--- config.mk ---
export PLATFORM = sky130hd
export DESIGN_NAME = bidir_bus_reg
export DESIGN_NICKNAME = d
export VERILOG_FILES = /design/src/rtl/bidir_bus_pkg.sv /design/src/rtl/ctl_edge.sv /design/src/rtl/dir_store.sv /design/src/rtl/out_gate.sv /design/src/rtl/bidir_bus_reg.sv
export SDC_FILE = /design/constraint.sdc
export NUM_CORES = 1
export LEC_CHECK = 0
export BUFFER_PORTS_ARGS = -buffer_cell sky130_fd_sc_hd__buf_2
export CAP_MARGIN = 10
export CORE_ASPECT_RATIO = 0.6
export CORE_MARGIN = 2
export CORE_UTILIZATION = 30
export CTS_BUF_LIST = sky130_fd_sc_hd__clkbuf_8
export CTS_CLUSTER_DIAMETER = 200
export CTS_CLUSTER_SIZE = 8
export DETAILED_ROUTE_END_ITERATION = 8
export PLACE_DENSITY_LB_ADDON = 0.05
export SYNTH_ARGS = -nofsm -noshare
export SYNTH_HDL_FRONTEND = slang
export SYNTH_SLANG_ARGS = --single-unit
--- constraint.sdc ---
create_clock -name clk_i -period 2.6 [get_ports clk_i]
set_clock_uncertainty 0.15 [all_clocks]
set_input_delay 0.26 -clock clk_i [delete_from_list [all_inputs] [get_ports clk_i]]
set_output_delay 0.26 -clock clk_i [all_outputs]
set_load 0.005 [all_outputs]
--- src/rtl/bidir_bus_pkg.sv ---
package bidir_bus_pkg;
  typedef enum logic [1:0] {
    XM_HOLD = 2'd0,
    XM_PASS = 2'd1,
    XM_CAPT = 2'd2
  } xfer_mode_e;

  // transparency wins over a capture edge
  function automatic xfer_mode_e pick_mode(input logic le, input logic rise);
    if (le)        return XM_PASS;
    else if (rise) return XM_CAPT;
    else           return XM_HOLD;
  endfunction
endpackage

--- src/rtl/ctl_edge.sv ---
module ctl_edge
  import bidir_bus_pkg::*;
(
  input  logic       clk_i,
  input  logic       le_i,
  input  logic       ck_i,
  output xfer_mode_e mode_o
);
  logic ck_q;

  // free-running sample, so edges are judged against the real last value
  always_ff @(posedge clk_i) begin
    ck_q <= ck_i;
  end

  logic rise;
  assign rise   = ck_i & ~ck_q;
  assign mode_o = pick_mode(le_i, rise);
endmodule

--- src/rtl/dir_store.sv ---
module dir_store
  import bidir_bus_pkg::*;
#(
  parameter int W = 18
) (
  input  logic         clk_i,
  input  logic         rst_ni,
  input  xfer_mode_e   mode_i,
  input  logic [W-1:0] din_i,
  output logic [W-1:0] q_o
);
  always_ff @(posedge clk_i or negedge rst_ni) begin
    if (!rst_ni) begin
      q_o <= '0;
    end else begin
      unique case (mode_i)
        XM_PASS, XM_CAPT: q_o <= din_i;
        default:          q_o <= q_o;
      endcase
    end
  end
endmodule

--- src/rtl/out_gate.sv ---
module out_gate #(
  parameter int W = 18
) (
  input  logic         rst_ni,
  input  logic         en_i,
  input  logic [W-1:0] q_i,
  output logic [W-1:0] dout_o,
  output logic         en_o
);
  assign en_o   = en_i & rst_ni;
  assign dout_o = en_o ? q_i : '0;
endmodule

--- src/rtl/bidir_bus_reg.sv ---
module bidir_bus_reg
  import bidir_bus_pkg::*;
#(
  parameter int W = 18
) (
  input  logic         clk_i,
  input  logic         rst_ni,
  input  logic [W-1:0] a_i,
  output logic [W-1:0] a_o,
  output logic         a_oe_o,
  input  logic [W-1:0] b_i,
  output logic [W-1:0] b_o,
  output logic         b_oe_o,
  input  logic         ab_le_i,
  input  logic         ab_ck_i,
  input  logic         ab_oe_i,
  input  logic         ba_le_i,
  input  logic         ba_ck_i,
  input  logic         ba_oe_ni
);
  localparam int NDIR = 2;  // 0: A->B, 1: B->A

  logic [W-1:0] din  [NDIR];
  logic [W-1:0] q    [NDIR];
  logic [W-1:0] dout [NDIR];
  logic         le   [NDIR];
  logic         ck   [NDIR];
  logic         en   [NDIR];
  logic         en_o [NDIR];
  xfer_mode_e   mode [NDIR];

  assign din[0] = a_i;
  assign din[1] = b_i;
  assign le[0]  = ab_le_i;
  assign le[1]  = ba_le_i;
  assign ck[0]  = ab_ck_i;
  assign ck[1]  = ba_ck_i;
  assign en[0]  = ab_oe_i;
  assign en[1]  = ~ba_oe_ni;

  for (genvar d = 0; d < NDIR; d++) begin : g_dir
    ctl_edge u_ctl (
      .clk_i (clk_i),
      .le_i  (le[d]),
      .ck_i  (ck[d]),
      .mode_o(mode[d])
    );
    dir_store #(.W(W)) u_store (
      .clk_i (clk_i),
      .rst_ni(rst_ni),
      .mode_i(mode[d]),
      .din_i (din[d]),
      .q_o   (q[d])
    );
    out_gate #(.W(W)) u_gate (
      .rst_ni(rst_ni),
      .en_i  (en[d]),
      .q_i   (q[d]),
      .dout_o(dout[d]),
      .en_o  (en_o[d])
    );
  end

  assign b_o    = dout[0];
  assign b_oe_o = en_o[0];
  assign a_o    = dout[1];
  assign a_oe_o = en_o[1];

  always_comb begin
    if (!rst_ni) begin
      AST_RST_QUIET: assert (!a_oe_o && !b_oe_o && a_o == '0 && b_o == '0);
    end
  end

  AST_AB_PASS: assert property (@(posedge clk_i) disable iff (!rst_ni)
    ab_le_i |=> q[0] == $past(a_i));
  AST_BA_PASS: assert property (@(posedge clk_i) disable iff (!rst_ni)
    ba_le_i |=> q[1] == $past(b_i));
  AST_AB_HOLD: assert property (@(posedge clk_i) disable iff (!rst_ni)
    (!ab_le_i && !$rose(ab_ck_i)) |=> $stable(q[0]));
  AST_BA_HOLD: assert property (@(posedge clk_i) disable iff (!rst_ni)
    (!ba_le_i && !$rose(ba_ck_i)) |=> $stable(q[1]));
  AST_AB_CAPT: assert property (@(posedge clk_i) disable iff (!rst_ni)
    (!ab_le_i && $rose(ab_ck_i)) |=> q[0] == $past(a_i));
  AST_BA_CAPT: assert property (@(posedge clk_i) disable iff (!rst_ni)
    (!ba_le_i && $rose(ba_ck_i)) |=> q[1] == $past(b_i));
  AST_B_QUIET: assert property (@(posedge clk_i) disable iff (!rst_ni)
    !ab_oe_i |-> b_o == '0);
  AST_A_QUIET: assert property (@(posedge clk_i) disable iff (!rst_ni)
    ba_oe_ni |-> a_o == '0);
endmodule

==> insert_results.sql, run 1 <==
INSERT INTO impl_metrics (metric_group, metric, value, unit) VALUES
('routing', 'firstDrtPassIters', '4', ''),
('placement', 'gp_congestion', '0.7330', ''),
('min_path', 'min_path_type', 'input pin to flop', ''),
('logic_synthesis', 'xor_and_xnor_fraction_of_the_mapped_netlist_area', '0', '%'),
('routing', 'drt-vias-per-instance', '4.242', ''),
('clock_tree', 'postCtsSetupRepairBufs', '0', ''),
('logic_synthesis', 'complex_gate_fraction_of_the_synthesized_area', '1.853', '%'),
('worst_setup_path', 'cp_max_fo', '12', ''),
('worst_setup_path', 'crit_path_cell_trace', 'dlygate4sd3_1, buf_2, nor2b_1, buf_4, and2_1, buf_2', ''),
('routing', 'post-route-drc-count', '0', ''),
('logic_synthesis', 'yosys-mux-area-fraction', '27.37', '%'),
('routing', 'initialDrtViolationCount', '19', ''),
('placement', 'postPlaceCellArea', '2220', 'sq um'),
('timing', 'period_needed', '2.206', 'ns'),
('floorplan', 'fp-row-count', '21', ''),
('logic_synthesis', 'synth-warning-count', '0', ''),
('routing', 'wire_length_per_cell_after_detailed_routing', '12.73', 'um'),
('logic_synthesis', 'post_synth_fa_ha_maj_area_fraction', '0', '%'),
('finish', 'area_growth_syn_to_layout', '32.50', '%'),
('status', 'status', 'finished clean', ''),
('floorplan', 'io_pins', '82', ''),
('clock_tree', 'cts.clk_slew.worst_paths', '0.07', 'ns'),
('timing', 'min_period_over_period', '84.84', '%'),
('worst_setup_path', 'timing.critical_path.arrival', '1.80', 'ns'),
('floorplan', 'floorplan.die.width', '102.8', 'um'),
('clock_tree', 'clock_sink_count', '38', ''),
('routing', 'vias', '1226', ''),
('global_route', 'antenna_found_initial', '0', ''),
('logic_synthesis', 'simple_gate_share_of_the_synthesized_area', '13.54', '%'),
('logic_synthesis', 'synth.most_common_cell', 'sky130_fd_sc_hd__dfrtp_1', ''),
('worst_setup_path', 'startpoint_type', 'input pin', ''),
('timing', 'slew_headroom', '50.22', '%'),
('global_route', 'grt_remaining_overflow', '0', ''),
('floorplan', 'area_of_the_die', '6499', 'sq um'),
('logic_synthesis', 'syn_avg_cell_area', '14.39', 'sq um'),
('timing', 'report.final.hold_viol_count', '0', ''),
('global_route', 'grt_first_pass_wirelength', '6237', 'um'),
('placement', 'portBuffers', '81', ''),
('power', 'total_leakage_power', '0.001262', 'uW'),
('worst_setup_path', 'worstSetupPathType', 'input pin to primary output', ''),
('worst_setup_path', 'critical-path-max-stage-delay', '0.52', 'ns'),
('worst_setup_path', 'path_common_cell', 'sky130_fd_sc_hd__buf_2', ''),
('global_route', 'grt_pass1_vias', '1306', ''),
('clock_tree', 'clock_path_buffers', '2', ''),
('logic_synthesis', 'combinational_family_with_the_most_area_after_synthesis', 'multiplexers', ''),
('worst_setup_path', 'worst_setup_path_end_kind', 'primary output', ''),
('clock_tree', 'h_tree_levels', '2', ''),
('logic_synthesis', 'synthTopCellsByCount', 'sky130_fd_sc_hd__dfrtp_1, sky130_fd_sc_hd__mux2_4, sky130_fd_sc_hd__and2_1', ''),
('worst_setup_path', 'flop2flop_setup_slack', '0.95', 'ns'),
('logic_synthesis', 'number_of_flip_flops_and_latches_in_the_synthesized_netlist', '38', ''),
('routing', 'route.antenna.remaining_nets', '0', ''),
('power', 'peakVddDrop', '0.2281', 'mV'),
('logic_synthesis', 'synth.largest_area_cell', 'sky130_fd_sc_hd__dfrtp_1', ''),
('logic_synthesis', 'synth.cell_area', '1755', 'sq um'),
('finish', 'num-fill-cells', '574', ''),
('timing', 'hold-worst-slack', '0.05583', 'ns'),
('finish', 'fraction_of_layout_instances_using_a_drive_strength_above_1', '61.24', '%'),
('logic_synthesis', 'synth-seq-area-share', '53.60', '%'),
('timing', 'fmaxAchievable', '453.3', 'MHz'),
('finish', 'final_net_count', '253', ''),
('timing', 'worst-slew-pin-transition', '0.7450', 'ns'),
('global_route', 'grt.total_usage', '12.49', '%'),
('floorplan', 'core_area', '5623', 'sq um'),
('logic_synthesis', 'synth_enable_flop_cells', '0', ''),
('logic_synthesis', 'yosysUniqueCellTypes', '12', ''),
('clock_tree', 'tritoncts.num_buffers', '5', ''),
('logic_synthesis', 'synth_cells', '122', ''),
('clock_tree', 'cts_resized', '0', ''),
('clock_tree', 'clk_root_buffer_cell', 'sky130_fd_sc_hd__clkbuf_8', ''),
('clock_tree', 'clock_tree_from_tritoncts', 'built', ''),
('timing', 'slew_violations', '0', '');
## cell usage in the layout, fill, tap and decap left out, drive strengths merged
cell type     n
clkbuf        5
and3         18
mux2         36
nor2b         1
dfrtp        36
dfxtp         2
and2         19
dlygate4sd3   3
a21oi         2
inv           4
buf          83
## flip-flops by register name, indices dropped and copies added, names as in the netlist
register and cells:
g_dir.u_ctl.ck_q 2, g_dir.u_store.q_o 36
## routing by layer
metal / share of wire (%) / up-vias / global-route usage (%)
li1: - / 590 / -
met5: 0 / - / 0
met4: 1.2 / 0 / 4.441
met2: 45 / 40 / 19.20
met1: 47 / 591 / 16.62
met3: 7.0 / 5 / 3.885
## worst max-delay path, delay by kind of cell
family | cells | cell delay [ns]
buffers and inverters | 4 | 0.99
and+or+nand+nor | 2 | 0.54
## through the flow
step	total power [uW]	setup slack [ns]	utilization, %	std cells
final	1260	0.3941	41.37	289
after global routing	1355	0.2126	41.37	289
after CTS	1292	0.3939	41.37	289
after detailed placement	904.9	0.9148	39.47	279
after global placement	898.6	0.9507	39.47	279
after floorplan	814.7	1.239	-	122
## final cells by class
class	count	area, sq um	share of cell area, %
sequential	38	940.9	40.45
timing repair buffer	86	450.4	19.37
clock buffer	5	68.82	2.959
multi-input combinational	76	750.7	32.28
tap	80	100.1	4.303
clock inverter	2	7.507	0.3228
inverter	2	7.507	0.3228
## cell families (layout without fill, tap and decap cells)
family	Yosys count	after routing
AOI/OAI and AO/OA	2	2
buffers and inverters	8	95
DFF	38	38
muxes	36	36
and+or+nand+nor	38	38
## what timing repair did
item | in CTS | in global routing
setup endpoints to repair | 0 | 0
hold buffers | 3 | 0
endpoints found under the hold margin | 38 | 0
## power breakdown
part | internal (uW) | switching [uW] | leakage, uW
clock | 177 | 189 | 0.0000466
combinational | 135 | 84.8 | 0.000778
sequential | 648 | 25.5 | 0.000437
total | 960 | 299 | 0.00126
## worst paths after layout
check	endpoint	start	depth (start not counted)
min in group asynchronous	g_dir[1].u_store.q_o[3]	rst_ni	3
max	a_o[8]	rst_ni	6
max in group asynchronous	g_dir[1].u_store.q_o[12]	rst_ni	3
min	g_dir[1].u_store.q_o[9]	b_i[9]	2
min reg2reg	g_dir[0].u_store.q_o[2]	g_dir[0].u_store.q_o[2]	1
max reg2reg	g_dir[1].u_store.q_o[6]	g_dir[1].u_ctl.ck_q	3
(Power assumes the default switching activity.)
==> run 2: changes to the inputs <==
==> constraint.sdc (replaced) <==
create_clock -name clk_i -period 2.1 [get_ports clk_i]
set_clock_uncertainty 0.15 [all_clocks]
set_input_delay 0.21 -clock clk_i [delete_from_list [all_inputs] [get_ports clk_i]]
set_output_delay 0.21 -clock clk_i [all_outputs]
set_load 0.005 [all_outputs]
==> run 2 against run 1 <==
  * Sequential power grew 24%
  * Clock-buffer cell count rose by 1
  * Combinational power up 39%
  * Critical path type unchanged
  * Largest power group unchanged
==> insert_results.sql, run 2 (synthesis results as in run 1) <==
INSERT INTO impl_metrics (metric_group, metric, value, unit) VALUES
('status', 'status', 'finished clean', ''),
('timing', 'hold-worst-slack', '0.01043', 'ns'),
('power', 'net_switching_component_of_the_power', '385.2', 'uW'),
('worst_setup_path', 'worstSetupPathType', 'input pin to primary output', ''),
('power', 'total_leakage_power', '0.001359', 'uW'),
('worst_setup_path', 'critical-path-slowest-cell', 'sky130_fd_sc_hd__dlygate4sd3_1', ''),
('worst_setup_path', 'critical-path-top-delay-family', 'buffers and inverters', ''),
('power', 'internal_power', '1257', 'uW'),
('timing', 'rsz0062_at_grt', 'false', ''),
('worst_setup_path', 'worst_setup_path_end_kind', 'primary output', ''),
('worst_setup_path', 'cp_num_buf_inv', '4', ''),
('clock_tree', 'clk_root_buffer_cell', 'sky130_fd_sc_hd__clkbuf_8', ''),
('flow_run', 'cap_violations', '0', ''),
('routing', 'route.antenna.remaining_nets', '0', ''),
('routing', 'vias', '1283', ''),
('power', 'switching_share', '23.45', '%'),
('placement', 'gp_congestion', '0.7287', ''),
('floorplan', 'fp-row-count', '21', ''),
('floorplan', 'floorplan.die.width', '102.8', 'um'),
('global_route', 'grt_remaining_overflow', '0', ''),
('timing', 'period_needed', '1.938', 'ns'),
('finish', 'layout_commonest_cell', 'sky130_fd_sc_hd__buf_2', ''),
('finish', 'top_register', 'g_dir.u_store.q_o', ''),
('finish', 'antenna_cells_inserted', '0', ''),
('clock_tree', 'cts.clk_slew.worst_paths', '0.07', 'ns'),
('clock_tree', 'clock_tree_from_tritoncts', 'built', ''),
('clock_tree', 'clk-insertion-delay-late', '0.28', 'ns'),
('finish', 'layout.cell_area.non_filler', '2549', 'sq um'),
('placement', 'portBuffers', '81', ''),
('timing', 'fmaxAchievable', '516.0', 'MHz'),
('worst_setup_path', 'timing.critical_path.required', '1.74', 'ns'),
('finish', 'max_reg_flops', '36', ''),
('finish', 'ff_latch_area', '940.9', 'sq um'),
('routing', 'drt-vias-per-instance', '4.139', ''),
('routing', 'initialDrtViolationCount', '13', ''),
('global_route', 'pin_count_of_the_biggest_net_entering_global_routing', '30', ''),
('power', 'power-per-cell-area', '644.4', 'nW/um^2'),
('worst_setup_path', 'timing.critical_path.arrival', '1.58', 'ns'),
('worst_setup_path', 'timing.reg2reg.worst_path_depth', '4', ''),
('worst_setup_path', 'cp_max_fo', '19', ''),
('min_path', 'worst_hold_path.endpoint', 'g_dir[1].u_store.q_o[2]', ''),
('worst_setup_path', 'reg2reg_from', 'g_dir[1].u_ctl.ck_q', ''),
('min_path', 'hold-path-cell-count', '2', ''),
('worst_setup_path', 'regToRegEndpoint', 'g_dir[1].u_store.q_o[17]', ''),
('finish', 'top_library_cells_by_usage_in_the_layout_fill_and_taps_aside', 'sky130_fd_sc_hd__buf_2, sky130_fd_sc_hd__dfrtp_1, sky130_fd_sc_hd__mux2_4, sky130_fd_sc_hd__dlygate4sd3_1, sky130_fd_sc_hd__and2_1', ''),
('min_path', 'min_path_type', 'input pin to flop', ''),
('timing', 'report.final.setup_viol', '0', ''),
('placement', 'post-dp-hpwl', '2821', 'um'),
('global_route', 'grt_pass1_vias', '1413', ''),
('routing', 'wire_length_per_cell_after_detailed_routing', '12.67', 'um'),
('power', 'comb_power_share', '18.6', '%'),
('clock_tree', 'h_tree_levels', '2', ''),
('floorplan', 'area_of_the_die', '6499', 'sq um'),
('clock_tree', 'clock_path_buffers', '2', ''),
('global_route', 'grt_first_pass_wirelength', '6520', 'um'),
('finish', 'utilization', '45.33', '%'),
('worst_setup_path', 'startpoint_type', 'input pin', ''),
('power', 'seqPwrFrac', '51.0', '%'),
('routing', 'firstDrtPassIters', '2', ''),
('routing', 'drt_wl_total', '3927', 'um'),
('finish', 'multi_input_logic_area', '750.7', 'sq um'),
('floorplan', 'chipHeight', '63.25', 'um'),
('timing', 'final.setup.tns', '0', 'ns'),
('timing', 'min_period_over_period', '92.28', '%'),
('global_route', 'grt.total_usage', '12.92', '%'),
('global_route', 'antenna_found_initial', '0', ''),
('clock_tree', 'clock_sink_count', '38', ''),
('worst_setup_path', 'flop2flop_setup_slack', '0.66', 'ns'),
('worst_setup_path', 'crit_path_cell_trace', 'dlygate4sd3_1, clkbuf_4, nor2b_1, buf_4, and2_1, buf_2', ''),
('finish', 'final_net_count', '273', ''),
('placement', 'postPlaceCellArea', '2255', 'sq um'),
('finish', 'area_growth_syn_to_layout', '45.19', '%'),
('timing', 'worst-slew-pin-transition', '0.2947', 'ns'),
('timing', 'slew_headroom', '80.36', '%'),
('timing', 'slew_violations', '0', ''),
('floorplan', 'floorplan.initialDensity', '31.22', '%'),
('worst_setup_path', 'critical-path-max-stage-delay', '0.53', 'ns'),
('finish', 'fraction_of_layout_instances_using_a_drive_strength_above_1', '57.83', '%'),
('routing', 'post-route-drc-count', '0', ''),
('power', 'peakVddDrop', '0.2880', 'mV'),
('finish', 'num-fill-cells', '563', ''),
('floorplan', 'core_area', '5623', 'sq um'),
('min_path', 'holdCritStartpoint', 'b_i[2]', ''),
('clock_tree', 'tritoncts.num_buffers', '5', ''),
('clock_tree', 'postCtsSetupRepairBufs', '0', ''),
('timing', 'report.final.hold_viol_count', '0', ''),
('finish', 'regs_by_ff_count', 'g_dir.u_store.q_o (36), g_dir.u_ctl.ck_q (2)', ''),
('floorplan', 'io_pins', '82', ''),
('power', 'power.clock.fraction', '30.4', '%');
-- run 2: cell count changes in the layout (fill, tap and decap cells not counted) --
cell,change
sky130_fd_sc_hd__buf_12,+1
sky130_fd_sc_hd__inv_1,-1
sky130_fd_sc_hd__clkinv_2,+1
sky130_fd_sc_hd__clkbuf_4,+1
sky130_fd_sc_hd__dlygate4sd3_1,+17
sky130_fd_sc_hd__buf_2,-1
sky130_fd_sc_hd__clkbuf_8,+1
sky130_fd_sc_hd__buf_4,+2
-- run 2: metrics by stage --
| stage | total power, uW | cells | setup slack [ns] |
|---|---|---|---|
| floorplan | 1009 | 122 | 0.7393 |
| global placement | 1120 | 282 | 0.6831 |
| detailed placement | 1131 | 282 | 0.6425 |
| CTS | 1680 | 308 | 0.1003 |
| global route | 1743 | 310 | 0.03359 |
| finish | 1642 | 310 | 0.1621 |
-- run 2: cell type report --
type | instances | area share, %
clock buffer | 6 | 3.240
inverter | 2 | 0.2946
tap | 80 | 3.927
timing repair buffer | 106 | 25.82
clock inverter | 2 | 0.3436
multi-input combinational | 76 | 29.46
sequential | 38 | 36.92
-- run 2: worst max path at each step --
stage                     cells after the start           startpoint  slack (ns)                  endpoint
after floorplan                               4  g_dir[0].u_ctl.ck_q        0.74  g_dir[0].u_store.q_o[10]
after global placement                        5               rst_ni        0.68                   a_o[11]
after detailed placement                      5               rst_ni        0.64                   a_o[13]
after CTS                                     6               rst_ni        0.10                   a_o[13]
after global routing                          6               rst_ni        0.03                    a_o[2]
final                                         6               rst_ni        0.16                   a_o[13]
-- run 2: worst register-to-register path: cells and delay by family, from the launching register on --
| kind | cells | cell delay (ns) |
|---|---|---|
| AO/OA/AOI/OAI | 1 | 0.12 |
| buffers and inverters | 2 | 0.35 |
| flip-flops | 1 | 0.33 |
| multiplexers | 1 | 0.38 |
-- run 2: metal layers --
metal  part of all wire (%)  wire length [um]  global-route usage, %
met5                      0                 0                      0
met4                      0                 0                  4.276
met3                    5.0               197                  3.330
met2                     46              1800                  19.77
met1                     49              1929                  17.83
-- run 2: timing repair --
action / in CTS / in global routing
gates resized for setup: 0 / 1
hold buffers: 18 / 2
setup endpoints to repair: 0 / 17
endpoints found under the hold margin: 53 / 2
-- run 2: power by group through the flow --
stage / Sequential, uW / Clock, uW / Combinational (uW)
global route: 848 / 557 / 338
CTS: 837 / 534 / 308
global placement: 847 / 0 / 274
detailed placement: 850 / 0 / 281
finish: 838 / 499 / 305
floorplan: 838 / 0 / 170
